--- src/rtl/alu8_pkg.sv ---
// Shared definitions for the eight-bit ALU: operation codes, flag bit
// positions and small helper functions. Assumes an eight-bit data path.
package alu8_pkg;

    localparam int DATA_W = 8;
    localparam int NIB_W  = DATA_W / 2;

    // Operation codes; 13..15 are unused and pass data through.
    typedef enum logic [3:0] {
        OP_ADD = 4'd0,
        OP_ADC = 4'd1,
        OP_SUB = 4'd2,
        OP_SBC = 4'd3,
        OP_CMP = 4'd4,
        OP_AND = 4'd5,
        OP_OR  = 4'd6,
        OP_XOR = 4'd7,
        OP_INC = 4'd8,
        OP_DEC = 4'd9,
        OP_CPL = 4'd10,
        OP_CCF = 4'd11,
        OP_DAA = 4'd12
    } alu_op_e;

    // Flag byte bit positions (decoded by neighbouring logic).
    localparam int FB_C  = 0;
    localparam int FB_N  = 1;
    localparam int FB_PV = 2;
    localparam int FB_B3 = 3;
    localparam int FB_H  = 4;
    localparam int FB_B5 = 5;
    localparam int FB_Z  = 6;
    localparam int FB_S  = 7;

    // Logic unit selections.
    localparam logic [1:0] LG_AND = 2'd0;
    localparam logic [1:0] LG_OR  = 2'd1;
    localparam logic [1:0] LG_XOR = 2'd2;

    // Even parity: 1 when the byte holds an even number of ones.
    function automatic logic even_par(input logic [DATA_W-1:0] v);
        return ~(^v);
    endfunction

    // Assemble a flag byte from its individual fields.
    function automatic logic [DATA_W-1:0] pack_flags(
        input logic s, input logic z, input logic b5, input logic h,
        input logic b3, input logic pv, input logic n, input logic c);
        logic [DATA_W-1:0] f;
        f        = '0;
        f[FB_S]  = s;
        f[FB_Z]  = z;
        f[FB_B5] = b5;
        f[FB_H]  = h;
        f[FB_B3] = b3;
        f[FB_PV] = pv;
        f[FB_N]  = n;
        f[FB_C]  = c;
        return f;
    endfunction

endpackage

--- src/rtl/alu8_addsub.sv ---
// Combined adder/subtractor. With sub=1 it computes a - b - cin, and its
// half/carry outputs then report borrows. Assumes W is even, so the half
// carry sits at the nibble boundary W/2.
module alu8_addsub #(
    parameter int W = 8
) (
    input  logic [W-1:0] a,
    input  logic [W-1:0] b,
    input  logic         cin,
    input  logic         sub,
    output logic [W-1:0] sum,
    output logic         half,
    output logic         carry,
    output logic         ovf
);
    localparam int HW = W / 2;

    logic [W-1:0] b_eff;
    logic         c_eff;
    logic [HW:0]  low_sum;
    logic [W:0]   full_sum;

    // Invert operand and carry for subtraction (two's complement).
    always_comb begin
        b_eff = sub ? ~b : b;
        c_eff = cin ^ sub;
    end

    // Low-half and full-width sums, borrow taken as inverted carry.
    always_comb begin
        low_sum  = {1'b0, a[HW-1:0]} + {1'b0, b_eff[HW-1:0]} + {{HW{1'b0}}, c_eff};
        full_sum = {1'b0, a} + {1'b0, b_eff} + {{W{1'b0}}, c_eff};
        sum      = full_sum[W-1:0];
        half     = low_sum[HW] ^ sub;
        carry    = full_sum[W] ^ sub;
        ovf      = (a[W-1] == b_eff[W-1]) && (full_sum[W-1] != a[W-1]);
    end

endmodule

--- src/rtl/alu8_logic.sv ---
// Bitwise logic unit: AND, OR or XOR of two words, chosen by sel.
// Assumes sel values from alu8_pkg; any other value yields zero.
module alu8_logic
    import alu8_pkg::*;
#(
    parameter int W = 8
) (
    input  logic [W-1:0] a,
    input  logic [W-1:0] b,
    input  logic [1:0]   sel,
    output logic [W-1:0] res
);
    // Pick the bitwise function.
    always_comb begin
        unique case (sel)
            LG_AND:  res = a & b;
            LG_OR:   res = a | b;
            LG_XOR:  res = a ^ b;
            default: res = '0;
        endcase
    end

endmodule

--- src/rtl/alu8_decadj.sv ---
// Decimal adjust of a byte after a BCD add or subtract. The prior
// operation direction is given by n_in, and the half and carry flags
// select the nibble corrections. Assumes an eight-bit BCD value.
module alu8_decadj
    import alu8_pkg::*;
(
    input  logic [DATA_W-1:0] a,
    input  logic              c_in,
    input  logic              h_in,
    input  logic              n_in,
    output logic [DATA_W-1:0] res,
    output logic              c_out,
    output logic              h_out
);
    logic              fix_lo;
    logic              fix_hi;
    logic [DATA_W-1:0] corr;

    // Decide which nibble corrections are needed.
    always_comb begin
        fix_lo = h_in || (a[NIB_W-1:0] > 4'd9);
        fix_hi = c_in || (a > 8'h99);
        corr   = {(fix_hi ? 4'h6 : 4'h0), (fix_lo ? 4'h6 : 4'h0)};
    end

    // Apply the correction in the direction of the prior operation.
    always_comb begin
        res   = n_in ? (a - corr) : (a + corr);
        c_out = fix_hi;
        h_out = a[NIB_W] ^ res[NIB_W];
    end

endmodule

--- src/rtl/alu8_core.sv ---
// Eight-bit ALU top. It selects the operands for the shared adder, routes
// the results of the adder, logic unit and decimal adjuster, and forms the
// flag byte. Purely combinational; assumes op values per alu8_pkg, with
// unused codes passing the inputs through.
module alu8_core
    import alu8_pkg::*;
(
    input  logic [7:0] acc,
    input  logic [7:0] opnd,
    input  logic [7:0] flags_in,
    input  logic [3:0] op,
    output logic [7:0] result,
    output logic [7:0] flags_out
);
    alu_op_e            op_e;
    logic [DATA_W-1:0]  as_b;
    logic               as_cin;
    logic               as_sub;
    logic [DATA_W-1:0]  as_sum;
    logic               as_half;
    logic               as_carry;
    logic               as_ovf;
    logic [1:0]         lg_sel;
    logic [DATA_W-1:0]  lg_res;
    logic [DATA_W-1:0]  da_res;
    logic               da_c;
    logic               da_h;
    logic [DATA_W-1:0]  cpl_val;

    assign op_e = alu_op_e'(op);

    // Operand, carry-in and direction selection for the shared adder.
    always_comb begin
        as_b   = ((op_e == OP_INC) || (op_e == OP_DEC)) ? 8'h01 : opnd;
        as_cin = ((op_e == OP_ADC) || (op_e == OP_SBC)) ? flags_in[FB_C] : 1'b0;
        as_sub = (op_e == OP_SUB) || (op_e == OP_SBC) ||
                 (op_e == OP_CMP) || (op_e == OP_DEC);
    end

    // Logic function selection.
    always_comb begin
        case (op_e)
            OP_OR:   lg_sel = LG_OR;
            OP_XOR:  lg_sel = LG_XOR;
            default: lg_sel = LG_AND;
        endcase
    end

    alu8_addsub #(.W(DATA_W)) u_addsub (
        .a     (acc),
        .b     (as_b),
        .cin   (as_cin),
        .sub   (as_sub),
        .sum   (as_sum),
        .half  (as_half),
        .carry (as_carry),
        .ovf   (as_ovf)
    );

    alu8_logic #(.W(DATA_W)) u_logic (
        .a   (acc),
        .b   (opnd),
        .sel (lg_sel),
        .res (lg_res)
    );

    alu8_decadj u_decadj (
        .a     (acc),
        .c_in  (flags_in[FB_C]),
        .h_in  (flags_in[FB_H]),
        .n_in  (flags_in[FB_N]),
        .res   (da_res),
        .c_out (da_c),
        .h_out (da_h)
    );

    assign cpl_val = ~acc;

    // Result routing and flag byte formation per operation.
    always_comb begin
        result    = acc;
        flags_out = flags_in;
        case (op_e)
            OP_ADD, OP_ADC, OP_SUB, OP_SBC: begin
                result    = as_sum;
                flags_out = pack_flags(as_sum[7], as_sum == '0, as_sum[5], as_half,
                                       as_sum[3], as_ovf, as_sub, as_carry);
            end
            OP_CMP: begin
                flags_out = pack_flags(as_sum[7], as_sum == '0, opnd[5], as_half,
                                       opnd[3], as_ovf, 1'b1, as_carry);
            end
            OP_AND, OP_OR, OP_XOR: begin
                result    = lg_res;
                flags_out = pack_flags(lg_res[7], lg_res == '0, lg_res[5],
                                       op_e == OP_AND, lg_res[3], even_par(lg_res),
                                       1'b0, 1'b0);
            end
            OP_INC, OP_DEC: begin
                result    = as_sum;
                flags_out = pack_flags(as_sum[7], as_sum == '0, as_sum[5], as_half,
                                       as_sum[3], as_ovf, as_sub, flags_in[FB_C]);
            end
            OP_CPL: begin
                result           = cpl_val;
                flags_out[FB_B5] = cpl_val[5];
                flags_out[FB_B3] = cpl_val[3];
                flags_out[FB_H]  = 1'b1;
                flags_out[FB_N]  = 1'b1;
            end
            OP_CCF: begin
                flags_out[FB_H]  = flags_in[FB_C];
                flags_out[FB_C]  = ~flags_in[FB_C];
                flags_out[FB_N]  = 1'b0;
                flags_out[FB_B5] = flags_in[FB_B5] | acc[5];
                flags_out[FB_B3] = flags_in[FB_B3] | acc[3];
            end
            OP_DAA: begin
                result    = da_res;
                flags_out = pack_flags(da_res[7], da_res == '0, da_res[5], da_h,
                                       da_res[3], even_par(da_res), flags_in[FB_N], da_c);
            end
            default: begin
                result    = acc;
                flags_out = flags_in;
            end
        endcase
    end

    // Operation-class invariants on the settled outputs.
    always_comb begin

        cmp_acc_chk: assert (!(op == 4'd4) || (result == acc))
            else $error("compare altered the accumulator");

        incdec_carry_chk: assert (!((op == 4'd8) || (op == 4'd9)) ||
                                  (flags_out[0] == flags_in[0]))
            else $error("increment/decrement changed carry");

        logic_clear_chk: assert (!((op >= 4'd5) && (op <= 4'd7)) ||
                                 (flags_out[1:0] == 2'b00))
            else $error("logic op left carry or subtract set");

        sub_mark_chk: assert (!((op == 4'd2) || (op == 4'd3) || (op == 4'd4) ||
                                (op == 4'd9)) || flags_out[1])
            else $error("subtracting op cleared subtract marker");

        ccf_swap_chk: assert (!(op == 4'd11) ||
                              ((flags_out[0] != flags_in[0]) && (flags_out[4] == flags_in[0])))
            else $error("complement-carry swap wrong");

        unused_pass_chk: assert (!(op >= 4'd13) ||
                                 ((result == acc) && (flags_out == flags_in)))
            else $error("unused code altered outputs");
    end

endmodule

--- config.mk ---
export PLATFORM = sky130hd
export DESIGN_NAME = alu8_core
export DESIGN_NICKNAME = d
export VERILOG_FILES = /design/src/rtl/alu8_pkg.sv /design/src/rtl/alu8_addsub.sv /design/src/rtl/alu8_logic.sv /design/src/rtl/alu8_decadj.sv /design/src/rtl/alu8_core.sv
export SDC_FILE = /design/constraint.sdc
export NUM_CORES = 1
export LEC_CHECK = 0
export BUFFER_PORTS_ARGS = -buffer_cell sky130_fd_sc_hd__buf_2
export CAP_MARGIN = 30
export CORE_ASPECT_RATIO = 1.5
export CORE_MARGIN = 2
export CORE_UTILIZATION = 45
export DETAILED_ROUTE_END_ITERATION = 10
export PLACE_DENSITY = 0.72
export SETUP_SLACK_MARGIN = 0.3
export SLEW_MARGIN = 40
export SYNTH_ARGS = -nofsm -noshare
export SYNTH_HDL_FRONTEND = slang
export SYNTH_SLANG_ARGS = --single-unit
--- constraint.sdc ---
create_clock -name vclk -period 5
set_input_delay 0.75 -clock vclk [all_inputs]
set_output_delay 0.75 -clock vclk [all_outputs]
set_load 0.005 [all_outputs]
Word level (Yosys, flattened, before mapping)
Index checks and enable logic that the tools add are counted.
{"block": "totals", "word_cells": 73, "input_bits": 28, "output_inout_bits": 16, "regBits": 0}
{"block": "op_classes", "bitwise": 14, "mux": 14, "order_cmp": 2, "n_addsub": 6, "eq_ne": 16, "n_reduce_logical": 21}
{"op": "8-bit one-hot mux with 4 select lines", "n": 1}
{"op": "8-bit logical NOT", "n": 3}
{"op": "8-bit two-way mux", "n": 3}
{"op": "8-bit one-hot mux with 3 select lines", "n": 1}
{"op": "4-bit equality test (second input constant)", "n": 5}
{"op": "3-bit one-hot mux with 6 select lines", "n": 1}
{"op": "4-bit by 3-bit equality test with 1-bit output (second input constant)", "n": 4}
{"op": "8-bit NOT", "n": 2}
{"op": "8-bit XOR reduction", "n": 2}
{"op": "8-bit by 8-bit adder with 9-bit output", "n": 1}
{"op": "9-bit by 1-bit adder with 9-bit output", "n": 1}
{"op": "8-bit adder", "n": 1}
{"op": "8-bit bitwise AND", "n": 1}
{"op": "4-bit by 2-bit equality test with 1-bit output (second input constant)", "n": 2}
{"op": "8-bit > comparator (second input constant)", "n": 1}
{"op": "8-bit bitwise OR", "n": 1}
{"op": "8-bit subtractor", "n": 1}
{"op": "8-bit XOR", "n": 1}
{"op": "1-bit logical OR", "n": 7}
{"op": "7-bit OR reduction", "n": 1}
{"op": "3-bit two-way mux", "n": 2}
{"op": "1-bit one-hot mux with 3 select lines", "n": 2}
{"op": "2-bit one-hot mux with 3 select lines", "n": 1}
{"op": "6-bit OR reduction", "n": 1}
{"op": "21 further kinds", "n": 27}

Longest topological paths before layout
Gate-level depths: netlist (run 1).
{"block": "logic_depth", "word_depth": 10, "depth_mapped": 17, "mapped_depth_nobuf": 17}

Hierarchy
From an unflattened synthesis (run 1), not the netlist that was laid out.
{"block": "unflattened", "cells_unflattened": 327, "hier_area_um2": 2444.8}
{"mod": "alu8_core", "area_per_inst_um2": 1128.6, "n_inst": 1, "seq_area_each_um2": 0.0, "cells_each": 171}
{"mod": "alu8_logic", "area_per_inst_um2": 484.2, "n_inst": 1, "seq_area_each_um2": 0.0, "cells_each": 52}
{"mod": "alu8_addsub", "area_per_inst_um2": 424.2, "n_inst": 1, "seq_area_each_um2": 0.0, "cells_each": 50}
{"mod": "alu8_decadj", "area_per_inst_um2": 407.9, "n_inst": 1, "seq_area_each_um2": 0.0, "cells_each": 54}

Least setup slack after synthesis (run 1)
OpenSTA, ideal clock, no wires.
{"block": "synth_timing", "path_kind": "input-to-output", "from": "input op[2]", "to": "output flags_out[6]", "t_arrival_ps": 3519, "cell_stages": 13, "slack_ps": 731, "path_buffers": 2, "required_time_ps": 4250, "path_cell_list": "buf_6 -> or2_1 -> buf_2 -> nand2_2 -> a21boi_0 -> o21ai_0 -> a221o_1 -> ha_1 -> and3_1 -> o2bb2ai_1 -> or3_1 -> a2111o_1 -> o31ai_2"}
{"block": "synth_via", "elab_chain_cells": 9, "elab_cells_between_ends": 33, "classes_between": "add/sub (2); eq/ne (12); mux (6); bitwise (2); reduce/logical (11)"}
{"item": "start, declared", "line": "alu8_core.sv:11", "rtl": "input logic [3:0] op,"}
{"item": "4-bit equality test (tied with other cells)", "line": "alu8_core.sv:34, alu8_core.sv:83"}
{"item": "1-bit logical OR, on equally long branches", "line": "alu8_core.sv:34, alu8_core.sv:36"}
{"item": "8-bit two-way mux / 1-bit logical OR (equally long branches)", "line": "alu8_core.sv:34, alu8_core.sv:36"}
{"item": "8-bit NOT / 1-bit logical OR (equally long branches)", "line": "alu8_addsub.sv:25, alu8_core.sv:37"}
{"item": "8-bit two-way mux", "line": "alu8_addsub.sv:25", "rtl": "b_eff = sub ? ~b : b;"}
{"item": "8-bit by 8-bit adder with 9-bit output", "line": "alu8_addsub.sv:32", "rtl": "full_sum = {1'b0, a} + {1'b0, b_eff} + {{W{1'b0}}, c_eff};"}
{"item": "9-bit by 1-bit adder with 9-bit output", "line": "alu8_addsub.sv:32"}
{"item": "8-bit logical NOT", "line": "alu8_core.sv:86, alu8_core.sv:90, alu8_core.sv:101"}
{"item": "2-bit one-hot mux with 3 select lines *", "line": "alu8_core.sv:83", "rtl": "case (op_e)"}
{"item": "end, declared", "line": "alu8_core.sv:13", "rtl": "output logic [7:0] flags_out"}
Mark *: on every way between the ends. The rest lies on a longest branch, timed or not.

Worst setup path after layout (run 1)
{"block": "layout_timing", "from": "input acc[1]", "to": "output flags_out[2]"}
{"block": "layout_via", "elab_chain_cells": 8, "elab_cells_between_ends": 22, "classes_between": "add/sub (4); order compare (2); eq/ne (1); mux (5); bitwise (5); reduce/logical (5)"}
{"item": "start, declared", "line": "alu8_core.sv:8", "rtl": "input logic [7:0] acc,"}
{"item": "8-bit > comparator / 4-bit > comparator (equally long branches)", "line": "alu8_decadj.sv:22, alu8_decadj.sv:21"}
{"item": "1-bit logical OR, on equally long branches", "line": "alu8_decadj.sv:22, alu8_decadj.sv:21"}
{"item": "3-bit two-way mux", "line": "alu8_decadj.sv:23", "rtl": "corr = {(fix_hi ? 4'h6 : 4'h0), (fix_lo ? 4'h6 : 4'h0)};"}
{"item": "8-bit adder / 8-bit subtractor (equally long branches)", "line": "alu8_decadj.sv:28", "rtl": "res = n_in ? (a - corr) : (a + corr);"}
{"item": "8-bit two-way mux", "line": "alu8_decadj.sv:28"}
{"item": "8-bit XOR reduction", "line": "alu8_pkg.sv:42", "rtl": "return ~(^v);"}
{"item": "1-bit NOT", "line": "alu8_pkg.sv:42"}
{"item": "1-bit one-hot mux with 3 select lines *", "line": "alu8_core.sv:83"}
Marks and branches as above.

==> results of run 1 <==
critical path, cell delays in order:
cell,delay [ns]
buf_6,0.12
inv_6,0.07
a21oi_4,0.07
a211o_1,0.35
a21oi_4,0.26
buf_6,0.13
nand2_2,0.05
o21ai_1,0.10
ha_2,0.33
a21o_1,0.19
a31oi_1,0.17
xnor2_1,0.17
ha_1,0.27
xor2_1,0.15
xnor2_1,0.15
o22ai_1,0.08
a21oi_1,0.18
o21ai_1,0.10
buf_2,0.13
what timing repair did:
item	in CTS	in global routing
pin swaps	2	10
resized for setup	7	30
cloned	0	0
setup buffers	2	5
endpoints found under the setup margin	3	6
per-stage QoR:
stage	std cells	hold WS, ns
final	456	1.812
after floorplan	345	1.589
after CTS	451	1.802
after detailed placement	449	1.795
after global placement	449	1.808
after global routing	456	1.831
metal layers:
layer  track usage, %  wire length, µm  up-vias
met2            49.47             4064      139
met5                0                0        -
met1            33.56             2987     1273
li1                 -                -     1340
met4            10.11              370        0
met3            2.006              518       34
cells in the mapped netlist, types with 3 or more instances:
cell      instances
nand3_1           7
a21o_1            3
nor2_1           53
a2111o_1          3
a221o_1           6
mux2_2            4
clkbuf_1          7
nor3_1            5
a221oi_1          5
xor2_1            8
o221ai_1          4
ha_1             40
a31oi_1           4
o21ai_0          25
a22oi_1           3
nand2b_1          7
o21a_1            3
buf_2             7
inv_1            27
nand2_1          30
nor2b_1           4
a211oi_1          3
or3_1             3
o22ai_1           6
xnor2_1           9
mux2i_1           3
a21oi_1          34
final cells by class:
cell class | instances | area share, %
Tap cell | 66 | 3.058
Inverter | 27 | 4.124
Multi-Input combinational cell | 301 | 78.73
Timing Repair Buffer | 62 | 14.09
cell families (layout without fill, tap and decap cells):
group | count (synthesis) | after routing
AND/OR/NAND/NOR | 122 | 122
buffers and inverters | 44 | 89
XOR/XNOR | 17 | 17
AO/OA/AOI/OAI | 113 | 113
adder cells (fa/ha/maj) | 42 | 42
multiplexers | 7 | 7
power breakdown:
group / internal (W) / leakage (nW) / switching, W
Clock: 0 / 0 / 0
Sequential: 0 / 0 / 0
Combinational: 0.000182 / 1.32 / 0.000227
path summary, 6_finish.rpt:
| path | to | slack, ns | depth (start not counted) |
|---|---|---|---|
| setup / recovery | flags_out[2] | 0.43 | 19 |
| hold / removal | flags_out[4] | 1.81 | 3 |
==> results.yml, run 1 <==
floorplanning:
  rows: 31
  pin_count: 44
  start_util_pct: 46.83
  coreArea_mm2: 0.004810
  die_h_um: 90.65
  dieArea_mm2: 0.005598
  die_w_um: 61.76
final_layout:
  drive_gt1_share_pct: 22.05
  area_delta_synth_final_pct: 19.89
  nets: 462
  finish.instance_area_mm2: 0.002700
  final_util_pct: 56.14
  seq_area_um2: 0
  antenna_cells: 0
  layout_commonest_cell: "nor2_1"
  multi_input_area_mm2: 0.002126
  clock_buffers: 0
  n_fill_cell: 518
  nFlopsAndLatches: 0
  layout_common_cells: "nor2_1, buf_2, ha_1"
routing:
  drt_iter0_markers: 241
  via_per_inst: 6.110
  detail_route.wl_per_cell_um: 17.41
  ant_nets: 0
  vias: 2786
  detail_route.first_pass.iterations: 6
  drt-total-wl_um: 7941
  drc: 0
yosys:
  synth_compound_area_share_pct: 33.06
  syn_inst: 345
  synth_top_cell_area_share_pct: 22.22
  synth_top_family_by_area: "compound AO/OA/AOI/OAI gates"
  yosys.area.top_type: "ha_1"
  synth-xor-area-share_pct: 6.611
  syn_area_mm2: 0.002252
  synth_cell_types: 52
  syn_nets: 415
  yosys.area_share.simple_pct: 24.61
  synth_seq_area_share_pct: 0
  yosys_warnings: 0
  synthMuxAreaShare_pct: 3.333
  synthTopCellsByArea: "ha_1, nor2_1, a21oi_1"
  syn_area_per_cell_um2: 6.528
  synthAdderAreaFrac_pct: 24.00
timing:
  period_needed_ns: 4.573
  rsz0062_at_grt: "true"
  setup_slack_ns: 0.4274
  tightest_slew_ns: 0.5194
  hold_viol_final: 0
  finalSetupTns_ns: 0
  setup_viol: 0
  slew_headroom_pct: 65.01
  period_share_pct: 91.45
  maxSlewViolCount: 0
  fmax_ghz: 0.2187
setup_path:
  crit_required_ns: 4.25
  cp_data_arrival_time_ns: 3.82
  end_kind: "output pin"
  cp-start-kind: "primary input"
  path_max_fanout: 7
  criticalPathCategory: "primary input to output pin"
  startpoint: "acc[1]"
job:
  max_cap_violations: 0
global_routing:
  grtUsageTotal_pct: 28.04
  grt_pass1_wl_um: 12280
  grt_pass1_vias: 2610
  grt_antenna_before_repair: 0
  grt-ovfl-total: 0
  grt_max_degree: 24
hold_path:
  min_from: "flags_in[4]"
  min_path_type: "primary input to output pin"
power:
  power_w: 0.0004097
  p_per_area_mw_per_mm2: 151.8
  vdd_drop_max_uv: 64.52
  power_leakage_nw: 1.319
place:
  port_buffers: 44
  dp_worst_setup_slack_ns: -0.03032
  placed_cell_area_mm2: 0.002550
  dp_hpwl_um: 6508
  gp_congestion: 0.9983
run_status:
  outcome: "finished clean"
clock_network:
  cts_hold_buffers: 0
Power figures use the tool's default switching activity.
==> run 2, diff against run 1 <==
- BUFFER_PORTS_ARGS: -buffer_cell sky130_fd_sc_hd__buf_2 -> -buffer_cell sky130_fd_sc_hd__buf_4
==> results.yml, run 2 (synthesis gave the netlist of run 1 again) <==
run_status:
  outcome: "finished clean"
final_layout:
  multi_input_area_mm2: 0.002103
  layout_common_cells: "buf_4, nor2_1, ha_1"
  layout_commonest_cell: "buf_4"
  area_delta_synth_final_pct: 20.56
  antenna_cells: 0
  seq_area_um2: 0
  drive_gt1_share_pct: 19.74
  nFlopsAndLatches: 0
  clock_buffers: 0
  n_fill_cell: 512
  nets: 457
  finish.instance_area_mm2: 0.002715
floorplanning:
  coreArea_mm2: 0.004810
  start_util_pct: 46.83
  pin_count: 44
  die_w_um: 61.76
  die_h_um: 90.65
  dieArea_mm2: 0.005598
  rows: 31
global_routing:
  grtUsageTotal_pct: 28.07
  grt_antenna_before_repair: 0
  grt_max_degree: 22
  grt-ovfl-total: 0
  grt_pass1_wl_um: 12230
  grt_pass1_vias: 2492
setup_path:
  path_max_fanout: 6
  end_kind: "output pin"
  cp_data_arrival_time_ns: 3.82
  slowest_stage: "ha_2"
  cp-start-kind: "primary input"
  criticalPathCategory: "primary input to output pin"
  crit_chain: "buf_4, inv_2, a21oi_1, a211o_1, a21oi_4, ha_1, inv_1, o21ai_0, ha_2, a31oi_1, xnor2_1, ha_1, xor2_1, xnor2_1, o22ai_1, a21oi_2, o21ai_0, buf_4"
  cp_slowest_stage_delay_ns: 0.40
  crit_family: "compound AO/OA/AOI/OAI gates"
  critPathBufInv: 4
  crit_cells: 18
  crit_required_ns: 4.25
routing:
  drt-total-wl_um: 7919
  detail_route.wl_per_cell_um: 17.56
  via_per_inst: 6.073
  detail_route.first_pass.iterations: 5
  vias: 2739
  ant_nets: 0
  drc: 0
  drt_iter0_markers: 183
place:
  gp_congestion: 0.9747
  port_buffers: 44
  dp_hpwl_um: 6598
  placed_cell_area_mm2: 0.002668
timing:
  slew_headroom_pct: 65.61
  setup_viol: 0
  rsz0062_at_grt: "true"
  finalSetupTns_ns: 0
  tightest_slew_ns: 0.5105
  period_share_pct: 91.42
  fmax_ghz: 0.2188
  hold_viol_final: 0
  period_needed_ns: 4.571
  maxSlewViolCount: 0
hold_path:
  whs_endpoint: "flags_out[7]"
  hold-path-cell-count: 4
  min_from: "flags_in[7]"
  min_path_type: "primary input to output pin"
power:
  p_per_area_mw_per_mm2: 154.3
  vdd_drop_max_uv: 76.67
  power_leakage_nw: 1.319
  power_w: 0.0004190
job:
  max_cap_violations: 0
[run 2: cell count changes in the layout (fill, tap and decap cells not counted), sizes merged]
cell    delta
buf        -4
clkbuf     -1
[run 2: how the worst max path moves through the flow]
stage | from | end
3_5_place_dp | acc[1] | flags_out[2]
6_report | acc[1] | flags_out[2]
5_1_grt | acc[1] | flags_out[2]
2_1_floorplan | op[2] | flags_out[6]
4_1_cts | acc[1] | flags_out[2]
3_3_place_gp | acc[1] | flags_out[2]
[run 2: power breakdown]
part	switching (W)	leakage, nW	internal (W)
Clock	0	0	0
Sequential	0	0	0
Combinational	0.000226	1.32	0.000193
Total	0.000226	1.32	0.000193
[run 2: stage by stage]
step | util (%) | hold WS [ns] | std cells | worst slack [ns]
finish | 56.45 | 1.804 | 451 | 0.4289
detailed placement | 55.46 | 1.800 | 450 | 0.1032
floorplan | - | 1.589 | 345 | 0.7312
global route | 56.45 | 1.823 | 451 | 0.2193
global placement | 55.46 | 1.801 | 450 | 0.08165
CTS | 55.70 | 1.800 | 450 | 0.3446
[run 2: per-layer routing]
layer,up-vias,track usage (%),part of all wire [%]
met3,22,1.862,7.2
met2,139,49.04,51
met4,0,7.270,3.3
li1,1324,-,-
met1,1254,35.55,39
met5,-,0,0
[run 2: layout make-up]
class,instances,share of cell area (%)
inverters,27,3.733
well taps,66,3.041
multi-input cells,301,77.47
repair buffers,57,15.76
[run 2: timing repair]
item | 4_1_cts | 5_1_grt
setup buffers | 0 | 1
gates cloned | 0 | 0
pin swaps | 1 | 5
gates resized for setup | 4 | 8
endpoints found under the setup margin | 1 | 4
hold buffers | 0 | 0
